$ cat src/rtl/xbar_pkg.sv
`timescale 1ns/1ps
package xbar_pkg;

    // Level code placed on one array line
    typedef enum logic [1:0] {
        DRV_GND   = 2'd0,
        DRV_HALF  = 2'd1,
        DRV_WRITE = 2'd2,
        DRV_READ  = 2'd3
    } drv_t;

    // Source for one control variable of the assignment
    typedef enum logic [1:0] {
        SRC_ZERO = 2'd0,
        SRC_ONE  = 2'd1,
        SRC_P    = 2'd2,
        SRC_Q    = 2'd3
    } src_t;

    typedef struct packed {
        src_t w;
        src_t a;
        src_t b;
        src_t c;
    } asg_t;

    typedef enum logic [1:0] {
        PH_IDLE  = 2'd0,
        PH_INIT  = 2'd1,
        PH_LOGIC = 2'd2,
        PH_READ  = 2'd3
    } phase_t;

endpackage

$ cat src/rtl/xbar_func_map.sv
`timescale 1ns/1ps
module xbar_func_map
    import xbar_pkg::*;
(
    input  logic [3:0] func,
    input  logic       p,
    input  logic       q,
    output logic       var_w,
    output logic       var_a,
    output logic       var_b,
    output logic       var_c
);

    asg_t asg;

    function automatic logic pick(input src_t s, input logic pv, input logic qv);
        logic v;
        unique case (s)
            SRC_ZERO: v = 1'b0;
            SRC_ONE:  v = 1'b1;
            SRC_P:    v = pv;
            SRC_Q:    v = qv;
        endcase
        return v;
    endfunction

    // Each entry is {W, A, B, C}; the code's bit 2p+q is the result.
    always_comb begin
        unique case (func)
            4'd0:  asg = '{SRC_ZERO, SRC_P,    SRC_P,    SRC_Q};
            4'd1:  asg = '{SRC_ZERO, SRC_Q,    SRC_ONE,  SRC_P};
            4'd2:  asg = '{SRC_ZERO, SRC_Q,    SRC_P,    SRC_ONE};
            4'd3:  asg = '{SRC_ONE,  SRC_P,    SRC_ZERO, SRC_ZERO};
            4'd4:  asg = '{SRC_ZERO, SRC_P,    SRC_Q,    SRC_ONE};
            4'd5:  asg = '{SRC_ONE,  SRC_Q,    SRC_ZERO, SRC_ZERO};
            4'd6:  asg = '{SRC_ZERO, SRC_P,    SRC_Q,    SRC_P};
            4'd7:  asg = '{SRC_ONE,  SRC_ZERO, SRC_P,    SRC_Q};
            4'd8:  asg = '{SRC_ZERO, SRC_P,    SRC_ZERO, SRC_Q};
            4'd9:  asg = '{SRC_ONE,  SRC_P,    SRC_Q,    SRC_Q};
            4'd10: asg = '{SRC_Q,    SRC_P,    SRC_P,    SRC_Q};
            4'd11: asg = '{SRC_ONE,  SRC_Q,    SRC_P,    SRC_ONE};
            4'd12: asg = '{SRC_P,    SRC_P,    SRC_P,    SRC_Q};
            4'd13: asg = '{SRC_ONE,  SRC_P,    SRC_Q,    SRC_ONE};
            4'd14: asg = '{SRC_Q,    SRC_P,    SRC_ZERO, SRC_ONE};
            4'd15: asg = '{SRC_ONE,  SRC_P,    SRC_P,    SRC_Q};
        endcase
    end

    assign var_w = pick(asg.w, p, q);
    assign var_a = pick(asg.a, p, q);
    assign var_b = pick(asg.b, p, q);
    assign var_c = pick(asg.c, p, q);

endmodule

$ cat src/rtl/xbar_line_drv.sv
`timescale 1ns/1ps
module xbar_line_drv
    import xbar_pkg::*;
#(
    parameter int ROWS = 8,
    parameter int COLS = 8,
    parameter int RW   = 3,
    parameter int CW   = 3
) (
    input  phase_t              phase,
    input  logic [RW-1:0]       row,
    input  logic [CW-1:0]       col,
    input  logic                wl_hi,
    input  logic                bl_hi,
    output logic [2*ROWS-1:0]   wl_drv,
    output logic [2*COLS-1:0]   bl_drv
);

    for (genvar i = 0; i < ROWS; i++) begin : g_wl
        drv_t code;
        always_comb begin
            unique case (phase)
                PH_IDLE:  code = DRV_GND;
                PH_READ:  code = (row == RW'(i)) ? DRV_READ : DRV_HALF;
                default:  code = (row == RW'(i)) ? (wl_hi ? DRV_WRITE : DRV_GND)
                                                 : DRV_HALF;
            endcase
        end
        assign wl_drv[2*i +: 2] = code;
    end

    for (genvar j = 0; j < COLS; j++) begin : g_bl
        drv_t code;
        always_comb begin
            unique case (phase)
                PH_IDLE:  code = DRV_GND;
                PH_READ:  code = (col == CW'(j)) ? DRV_GND : DRV_HALF;
                default:  code = (col == CW'(j)) ? (bl_hi ? DRV_WRITE : DRV_GND)
                                                 : DRV_HALF;
            endcase
        end
        assign bl_drv[2*j +: 2] = code;
    end

endmodule

$ cat src/rtl/xbar_cell_array.sv
`timescale 1ns/1ps
module xbar_cell_array
    import xbar_pkg::*;
#(
    parameter int ROWS = 8,
    parameter int COLS = 8
) (
    input  logic                   clk,
    input  logic                   rst_n,
    input  logic                   commit,
    input  logic [2*ROWS-1:0]      wl_drv,
    input  logic [2*COLS-1:0]      bl_drv,
    output logic [ROWS*COLS-1:0]   cells
);

    // Every cell reacts only to the full write level across it.
    for (genvar r = 0; r < ROWS; r++) begin : g_row
        for (genvar c = 0; c < COLS; c++) begin : g_col
            logic set_now;
            logic clr_now;
            assign set_now = (wl_drv[2*r +: 2] == DRV_WRITE) && (bl_drv[2*c +: 2] == DRV_GND);
            assign clr_now = (bl_drv[2*c +: 2] == DRV_WRITE) && (wl_drv[2*r +: 2] == DRV_GND);
            always_ff @(posedge clk or negedge rst_n) begin
                if (!rst_n) begin
                    cells[r*COLS + c] <= 1'b0;
                end else if (commit && set_now) begin
                    cells[r*COLS + c] <= 1'b1;
                end else if (commit && clr_now) begin
                    cells[r*COLS + c] <= 1'b0;
                end
            end
        end
    end

endmodule

$ cat src/rtl/xbar_logic_seq.sv
`timescale 1ns/1ps
module xbar_logic_seq
    import xbar_pkg::*;
#(
    parameter int ROWS     = 8,
    parameter int COLS     = 8,
    parameter int CLK_HZ   = 200_000_000,
    parameter int PULSE_NS = 500,
    parameter int READ_CYC = 4
) (
    input  logic                       clk,
    input  logic                       rst_n,
    input  logic                       start,
    input  logic [$clog2(ROWS)-1:0]    row,
    input  logic [$clog2(COLS)-1:0]    col,
    input  logic [3:0]                 func,
    input  logic                       op_p,
    input  logic                       op_q,
    input  logic                       skip_init,
    output logic [2*ROWS-1:0]          wl_drv,
    output logic [2*COLS-1:0]          bl_drv,
    output logic                       result,
    output logic                       busy,
    output logic                       done
);

    localparam int RW        = $clog2(ROWS);
    localparam int CW        = $clog2(COLS);
    localparam int IDX_W     = $clog2(ROWS*COLS);
    localparam int PULSE_CYC = (CLK_HZ / 1_000_000) * PULSE_NS / 1000;
    localparam int CNT_MAX   = (PULSE_CYC > READ_CYC) ? PULSE_CYC : READ_CYC;
    localparam int CNT_W     = $clog2(CNT_MAX + 1);

    phase_t             state;
    logic [CNT_W-1:0]   cnt;
    logic [RW-1:0]      lat_row;
    logic [CW-1:0]      lat_col;
    logic [3:0]         lat_func;
    logic               lat_p;
    logic               lat_q;

    logic               pulse_end;
    logic               read_end;
    logic               commit;
    logic               wl_hi;
    logic               bl_hi;
    logic               var_w;
    logic               var_a;
    logic               var_b;
    logic               var_c;
    logic [ROWS*COLS-1:0] cells;
    logic [IDX_W-1:0]   sel_idx;

    assign pulse_end = (cnt == CNT_W'(PULSE_CYC - 1));
    assign read_end  = (cnt == CNT_W'(READ_CYC - 1));
    assign sel_idx   = IDX_W'(lat_row) * IDX_W'(COLS) + IDX_W'(lat_col);

    // State register, phase counter and request latch
    always_ff @(posedge clk or negedge rst_n) begin
        if (!rst_n) begin
            state    <= PH_IDLE;
            cnt      <= '0;
            lat_row  <= '0;
            lat_col  <= '0;
            lat_func <= '0;
            lat_p    <= 1'b0;
            lat_q    <= 1'b0;
        end else begin
            unique case (state)
                PH_IDLE: begin
                    if (start) begin
                        lat_row  <= row;
                        lat_col  <= col;
                        lat_func <= func;
                        lat_p    <= op_p;
                        lat_q    <= op_q;
                        cnt      <= '0;
                        state    <= skip_init ? PH_LOGIC : PH_INIT;
                    end
                end
                PH_INIT: begin
                    if (pulse_end) begin
                        cnt   <= '0;
                        state <= PH_LOGIC;
                    end else begin
                        cnt <= cnt + 1'b1;
                    end
                end
                PH_LOGIC: begin
                    if (pulse_end) begin
                        cnt   <= '0;
                        state <= PH_READ;
                    end else begin
                        cnt <= cnt + 1'b1;
                    end
                end
                PH_READ: begin
                    if (read_end) begin
                        cnt   <= '0;
                        state <= PH_IDLE;
                    end else begin
                        cnt <= cnt + 1'b1;
                    end
                end
            endcase
        end
    end

    // Completion pulse and registered read-out
    always_ff @(posedge clk or negedge rst_n) begin
        if (!rst_n) begin
            done   <= 1'b0;
            result <= 1'b0;
        end else begin
            done <= (state == PH_READ) && read_end;
            if ((state == PH_READ) && read_end) begin
                result <= cells[sel_idx];
            end
        end
    end

    // Outputs decoded from the state
    always_comb begin
        busy   = 1'b1;
        commit = 1'b0;
        wl_hi  = 1'b0;
        bl_hi  = 1'b0;
        unique case (state)
            PH_IDLE: begin
                busy = 1'b0;
            end
            PH_INIT: begin
                commit = pulse_end;
                wl_hi  = var_w;
                bl_hi  = !var_w;
            end
            PH_LOGIC: begin
                commit = pulse_end;
                wl_hi  = var_c ? var_a : var_b;
                bl_hi  = var_c ? var_b : var_a;
            end
            PH_READ: begin
                commit = 1'b0;
            end
        endcase
    end

    xbar_func_map u_map (
        .func  (lat_func),
        .p     (lat_p),
        .q     (lat_q),
        .var_w (var_w),
        .var_a (var_a),
        .var_b (var_b),
        .var_c (var_c)
    );

    xbar_line_drv #(
        .ROWS (ROWS),
        .COLS (COLS),
        .RW   (RW),
        .CW   (CW)
    ) u_drv (
        .phase  (state),
        .row    (lat_row),
        .col    (lat_col),
        .wl_hi  (wl_hi),
        .bl_hi  (bl_hi),
        .wl_drv (wl_drv),
        .bl_drv (bl_drv)
    );

    xbar_cell_array #(
        .ROWS (ROWS),
        .COLS (COLS)
    ) u_cells (
        .clk    (clk),
        .rst_n  (rst_n),
        .commit (commit),
        .wl_drv (wl_drv),
        .bl_drv (bl_drv),
        .cells  (cells)
    );

endmodule

$ cat config.mk
export PLATFORM = sky130hd
export DESIGN_NAME = xbar_logic_seq
export DESIGN_NICKNAME = d
export VERILOG_FILES = /design/src/rtl/xbar_pkg.sv /design/src/rtl/xbar_func_map.sv /design/src/rtl/xbar_line_drv.sv /design/src/rtl/xbar_cell_array.sv /design/src/rtl/xbar_logic_seq.sv
export SDC_FILE = /design/constraint.sdc
export NUM_CORES = 1
export LEC_CHECK = 0
export ABC_AREA = 1
export BUFFER_PORTS_ARGS = -buffer_cell sky130_fd_sc_hd__buf_2
export CELL_PAD_IN_SITES_DETAIL_PLACEMENT = 2
export CELL_PAD_IN_SITES_GLOBAL_PLACEMENT = 2
export CORE_ASPECT_RATIO = 1.1
export CORE_MARGIN = 2
export CORE_UTILIZATION = 37
export DETAILED_ROUTE_END_ITERATION = 6
export GPL_ROUTABILITY_DRIVEN = 0
export HOLD_SLACK_MARGIN = 0.05
export PLACE_DENSITY_LB_ADDON = 0.1
export SLEW_MARGIN = 20
export SYNTH_ARGS = -nofsm -noshare
export SYNTH_HDL_FRONTEND = slang
export SYNTH_SLANG_ARGS = --single-unit
$ cat constraint.sdc
create_clock -name clk -period 8.3 [get_ports clk]
set_input_delay 2.49 -clock clk [delete_from_list [all_inputs] [get_ports clk]]
set_output_delay 2.49 -clock clk [all_outputs]
set_load 0.02 [all_outputs]
==> metrics list <==
* Number of max-cap violations: 0
- The number of setup buffers added after CTS is 0.
* Synth Register Bits: 87
* Highest achievable clock rate: approximately 0.18 GHz
* Switching Power: 0.00127 W
- Once the floorplan was initialized, standard cells occupied between 30 and 40% of the core.
- CTS built an H-tree with a depth of 3.
* Mapped Avg Cell Area: 7.42 um2
- Dividing the final minimum period by the clock period gives 65.9%.
- Library cells used by synthesis: 38
- DP HPWL: 13900 um
- For met2 alone, demand over resource in global routing was 48.7%.
* Routed length per placed instance: approximately 21 um
- The worst pin sits at a relative slew slack of between 30 and 40%.
- Class of the most critical hold timing path: flip-flop to flip-flop
- Dominant cell type by area after synthesis: sky130_fd_sc_hd__dfrtp_1
- DRC violations left: 0
- The initialized floorplan defines between 40 and 50 standard-cell rows.
* Count of antenna diodes in the layout: 0
* Max Root-Sink Buffers: 2
* Post-Synthesis Net Count: roughly 740
- Detailed-route vias per instance: between 5 and 6
* Worst reg2reg setup slack: 4870 ps
- Number of failing hold endpoints at the final stage: 0
* Total Neg Setup Slack: 0 ps
- Clock-pin slew was measured on the worst setup and hold paths at ~70 ps.
- The final layout contains routed wiring with a total length of 20100 um.
* Commonest non-fill, non-tap cell in the layout: sky130_fd_sc_hd__nand2_1
- In this run the most used layer during global routing was met2.
- The cell count after synthesis came out at roughly 710.
- In this run the worst setup path terminates at bl_drv[9].
* Die height: roughly 130 um
- The detailed router finished its first iteration with between 200 and 250 violations.
- Clock latency on the worst-skew pair, taken at its later pin, is between 300 and 400 ps.
* Setup Crit Path Kind: flip-flop to primary output
- Clock network fraction of design power: ~20%
- Die Footprint: 15200 um2
- Number of buffers added on ports: 50
* GRT met3 Usage: around 2.8%
- Worst-Margin Slew: slightly above 1000 ps
* Initial antenna violation count: 0
* Critical path launch point type: flip-flop
* Required time at the worst-slack endpoint: roughly 5800 ps
- Top cell type's share of synthesized area: 41.4%
* Clock tree from TritonCTS: yes
* Number of global-route vias before repair: around 5600
* Worst IR Drop VDD: roughly 180 uV
* Wire length of the first global-routing pass: ~32000 um
- Met1 Resource Use GR: between 30% and 40%
- Post-layout minimum cycle time: roughly 5500 ps
* Final clock skew: just over 9 ps
* Critical path endpoint category: primary output
- Pin placement for this block handled between 50 and 60 I/O pins.
- Internal power: slightly above 0.001 W
- Total number of vias: between 5000 and 6000
- Overall fraction of global-route tracks in use: between 20 and 30%
- Most frequent cells in the layout: sky130_fd_sc_hd__nand2_1 (235), sky130_fd_sc_hd__inv_1 (88), sky130_fd_sc_hd__dfrtp_1 (87)
- Power per standard cell area: between 300 and 400 nW/um2
* Fraction of final layout cells sized beyond drive strength 1: 12.7%
- CTS buffer count: 9
- At the end of the flow the core is filled with cells to a little over two fifths.
- Highest net fanout along the worst path: 16
- Cells taking the most area after synthesis: sky130_fd_sc_hd__dfrtp_1 (41%), sky130_fd_sc_hd__nand2_1 (17%), sky130_fd_sc_hd__o21ai_0 (6.6%), sky130_fd_sc_hd__inv_1 (6.3%), sky130_fd_sc_hd__nor2_1 (4.1%)
- Start of the worst register-to-register path: lat_func[1]$_DFFE_PN0P_
- Of the total power, combinational logic draws 57.0%.
* R2r worst-path depth: 16
* Num Clock Sinks: 87
- Summing the sequential cell areas from Yosys gives between 40% and 50% of the chip area.
- The die is roughly 120 um wide.
- The tree is rooted in a sky130_fd_sc_hd__clkbuf_16.
- Static power due to leakage: around 3.2 nW
- The number of placed instances, taps included, is roughly 930.
- Tot Pwr: roughly 0.0023 W
* Sw Ratio: 55.0%
* Setup repair after global routing missed its margin: no
- The endpoint identified for the worst register-to-register timing path is u_cells.cells[22]$_DFFE_PN0P_.
- The detail route stage leaves a number of antenna-violating nets equal to 0.
* Net count of the finished layout: roughly 790
- Yosys synthesis warning count: 0
- Before antenna repair, the detailed router went through 4 iterations.
- Once the clock tree was built, the resizer swapped 0 gates to a different size.
* Global-route congestion overflow total: 0
- Max-slew violation count: 0
- Count of hold-fix buffers inserted at cts: 0
- Sequential share of power: a little under a quarter
* Netlist area before placement: approximately 5300 um2
- Entering global routing, the biggest net connects 49 pins.
- Post-route insts no fill: between 900 and 1000
* Synth-to-Final Area Change: 14.1%
* Beginning of the critical path: lat_func[1]$_DFFE_PN0P_
- Data arrival time of the worst path: roughly 3000 ps
- The run finished with clean final reports.
- Final-report setup violation count: 0
- Floorplan Core Area: ~14000 um2
power groups by stage:
| stage | registers [W] | logic (W) | clock network, W |
|---|---|---|---|
| after detailed placement | 0.000546 | 0.00130 | 0 |
| final | 0.000539 | 0.00131 | 0.000451 |
| after CTS | 0.000538 | 0.00132 | 0.000456 |
| after floorplan | 0.000515 | 0.000921 | 0 |
| after global routing | 0.000548 | 0.00144 | 0.000471 |
| after global placement | 0.000541 | 0.00126 | 0 |
state kept, by name (all words and copies together) (netlist names):
name	flops
lat_func	4
u_cells.cells	64
cnt	7
lat_row	3
lat_q	1
state	2
lat_col	3
result	1
done	1
lat_p	1
critical path, stage by stage (launching register included):
cell and delay (ps):
sky130_fd_sc_hd__dfrtp_1 460, sky130_fd_sc_hd__inv_1 170, sky130_fd_sc_hd__ha_1 340, sky130_fd_sc_hd__nand2_1 120, sky130_fd_sc_hd__nand2_1 100, sky130_fd_sc_hd__nand2_1 70, sky130_fd_sc_hd__nand3_1 80, sky130_fd_sc_hd__nand2_1 100
sky130_fd_sc_hd__nand2_1 90, sky130_fd_sc_hd__nand2_1 90, sky130_fd_sc_hd__nand3_1 80, sky130_fd_sc_hd__nand2_2 430, sky130_fd_sc_hd__nand3_1 220, sky130_fd_sc_hd__inv_1 100, sky130_fd_sc_hd__buf_2 160
synthesized netlist by cell type, drive strengths merged:
cell type  instances
nand2            239
inv               92
dfrtp             87
o21ai             78
nor2              59
nand3             37
nand4             16
a21oi             15
ha                13
nor3              12
buf                9
o22ai              9
clkbuf             8
o21bai             8
a22oi              6
xor2               4
a211oi             3
nor4               3
o211ai             3
mux2               2
a21o               1
a31oi              1
o221ai             1
o31ai              1
or2                1
xnor2              1
cells by family (layout without fill, tap and decap cells):
| kind of cell | after synthesis | in the layout | synth area share, % |
|---|---|---|---|
| AO/OA/AOI/OAI | 126 | 126 | 13.3 |
| XOR/XNOR | 5 | 5 | 0.833 |
| adder cells (fa/ha/maj) | 13 | 13 | 3.09 |
| buffers and inverters | 109 | 161 | 8.47 |
| flip-flops | 87 | 87 | 41.4 |
| multiplexers | 2 | 2 | 0.428 |
| AND/OR/NAND/NOR | 367 | 367 | 32.4 |
worst min path at each step:
stage,from,end,slack [ps],cells past startpoint
2_1_floorplan,u_cells.cells[40]$_DFFE_PN0P_,u_cells.cells[40]$_DFFE_PN0P_,450,2
3_3_place_gp,u_cells.cells[40]$_DFFE_PN0P_,u_cells.cells[40]$_DFFE_PN0P_,470,2
3_5_place_dp,u_cells.cells[40]$_DFFE_PN0P_,u_cells.cells[40]$_DFFE_PN0P_,480,2
4_1_cts,u_cells.cells[40]$_DFFE_PN0P_,u_cells.cells[40]$_DFFE_PN0P_,490,2
5_1_grt,u_cells.cells[46]$_DFFE_PN0P_,u_cells.cells[46]$_DFFE_PN0P_,540,2
6_report,u_cells.cells[40]$_DFFE_PN0P_,u_cells.cells[40]$_DFFE_PN0P_,490,2
routing by layer:
| metal | routed length [um] | up-vias | share of wire (%) |
|---|---|---|---|
| li1 | - | 2380 | - |
| met1 | 8560 | 2542 | 43 |
| met2 | 10200 | 100 | 51 |
| met3 | 794 | 33 | 4.0 |
| met4 | 542 | 0 | 2.7 |
| met5 | 0 | - | 0 |
cell type report:
type / instances / area, um2
inverters: 92 / 345
repair buffers: 54 / 283
multi-input cells: 513 / 2640
well taps: 188 / 235
clock buffers: 10 / 239
flip-flops and latches: 87 / 2180
fillers: 1649 / 7850
clock inverters: 5 / 82.6
through the flow:
stage	setup WS (ps)	area [um2]	hold WS [ps]
2_1_floorplan	3640	5260	447
3_3_place_gp	3390	5680	469
3_5_place_dp	3230	5680	476
4_1_cts	2780	6000	490
5_1_grt	2560	6000	535
6_report	2830	6000	486
(Power assumes the default switching activity.)
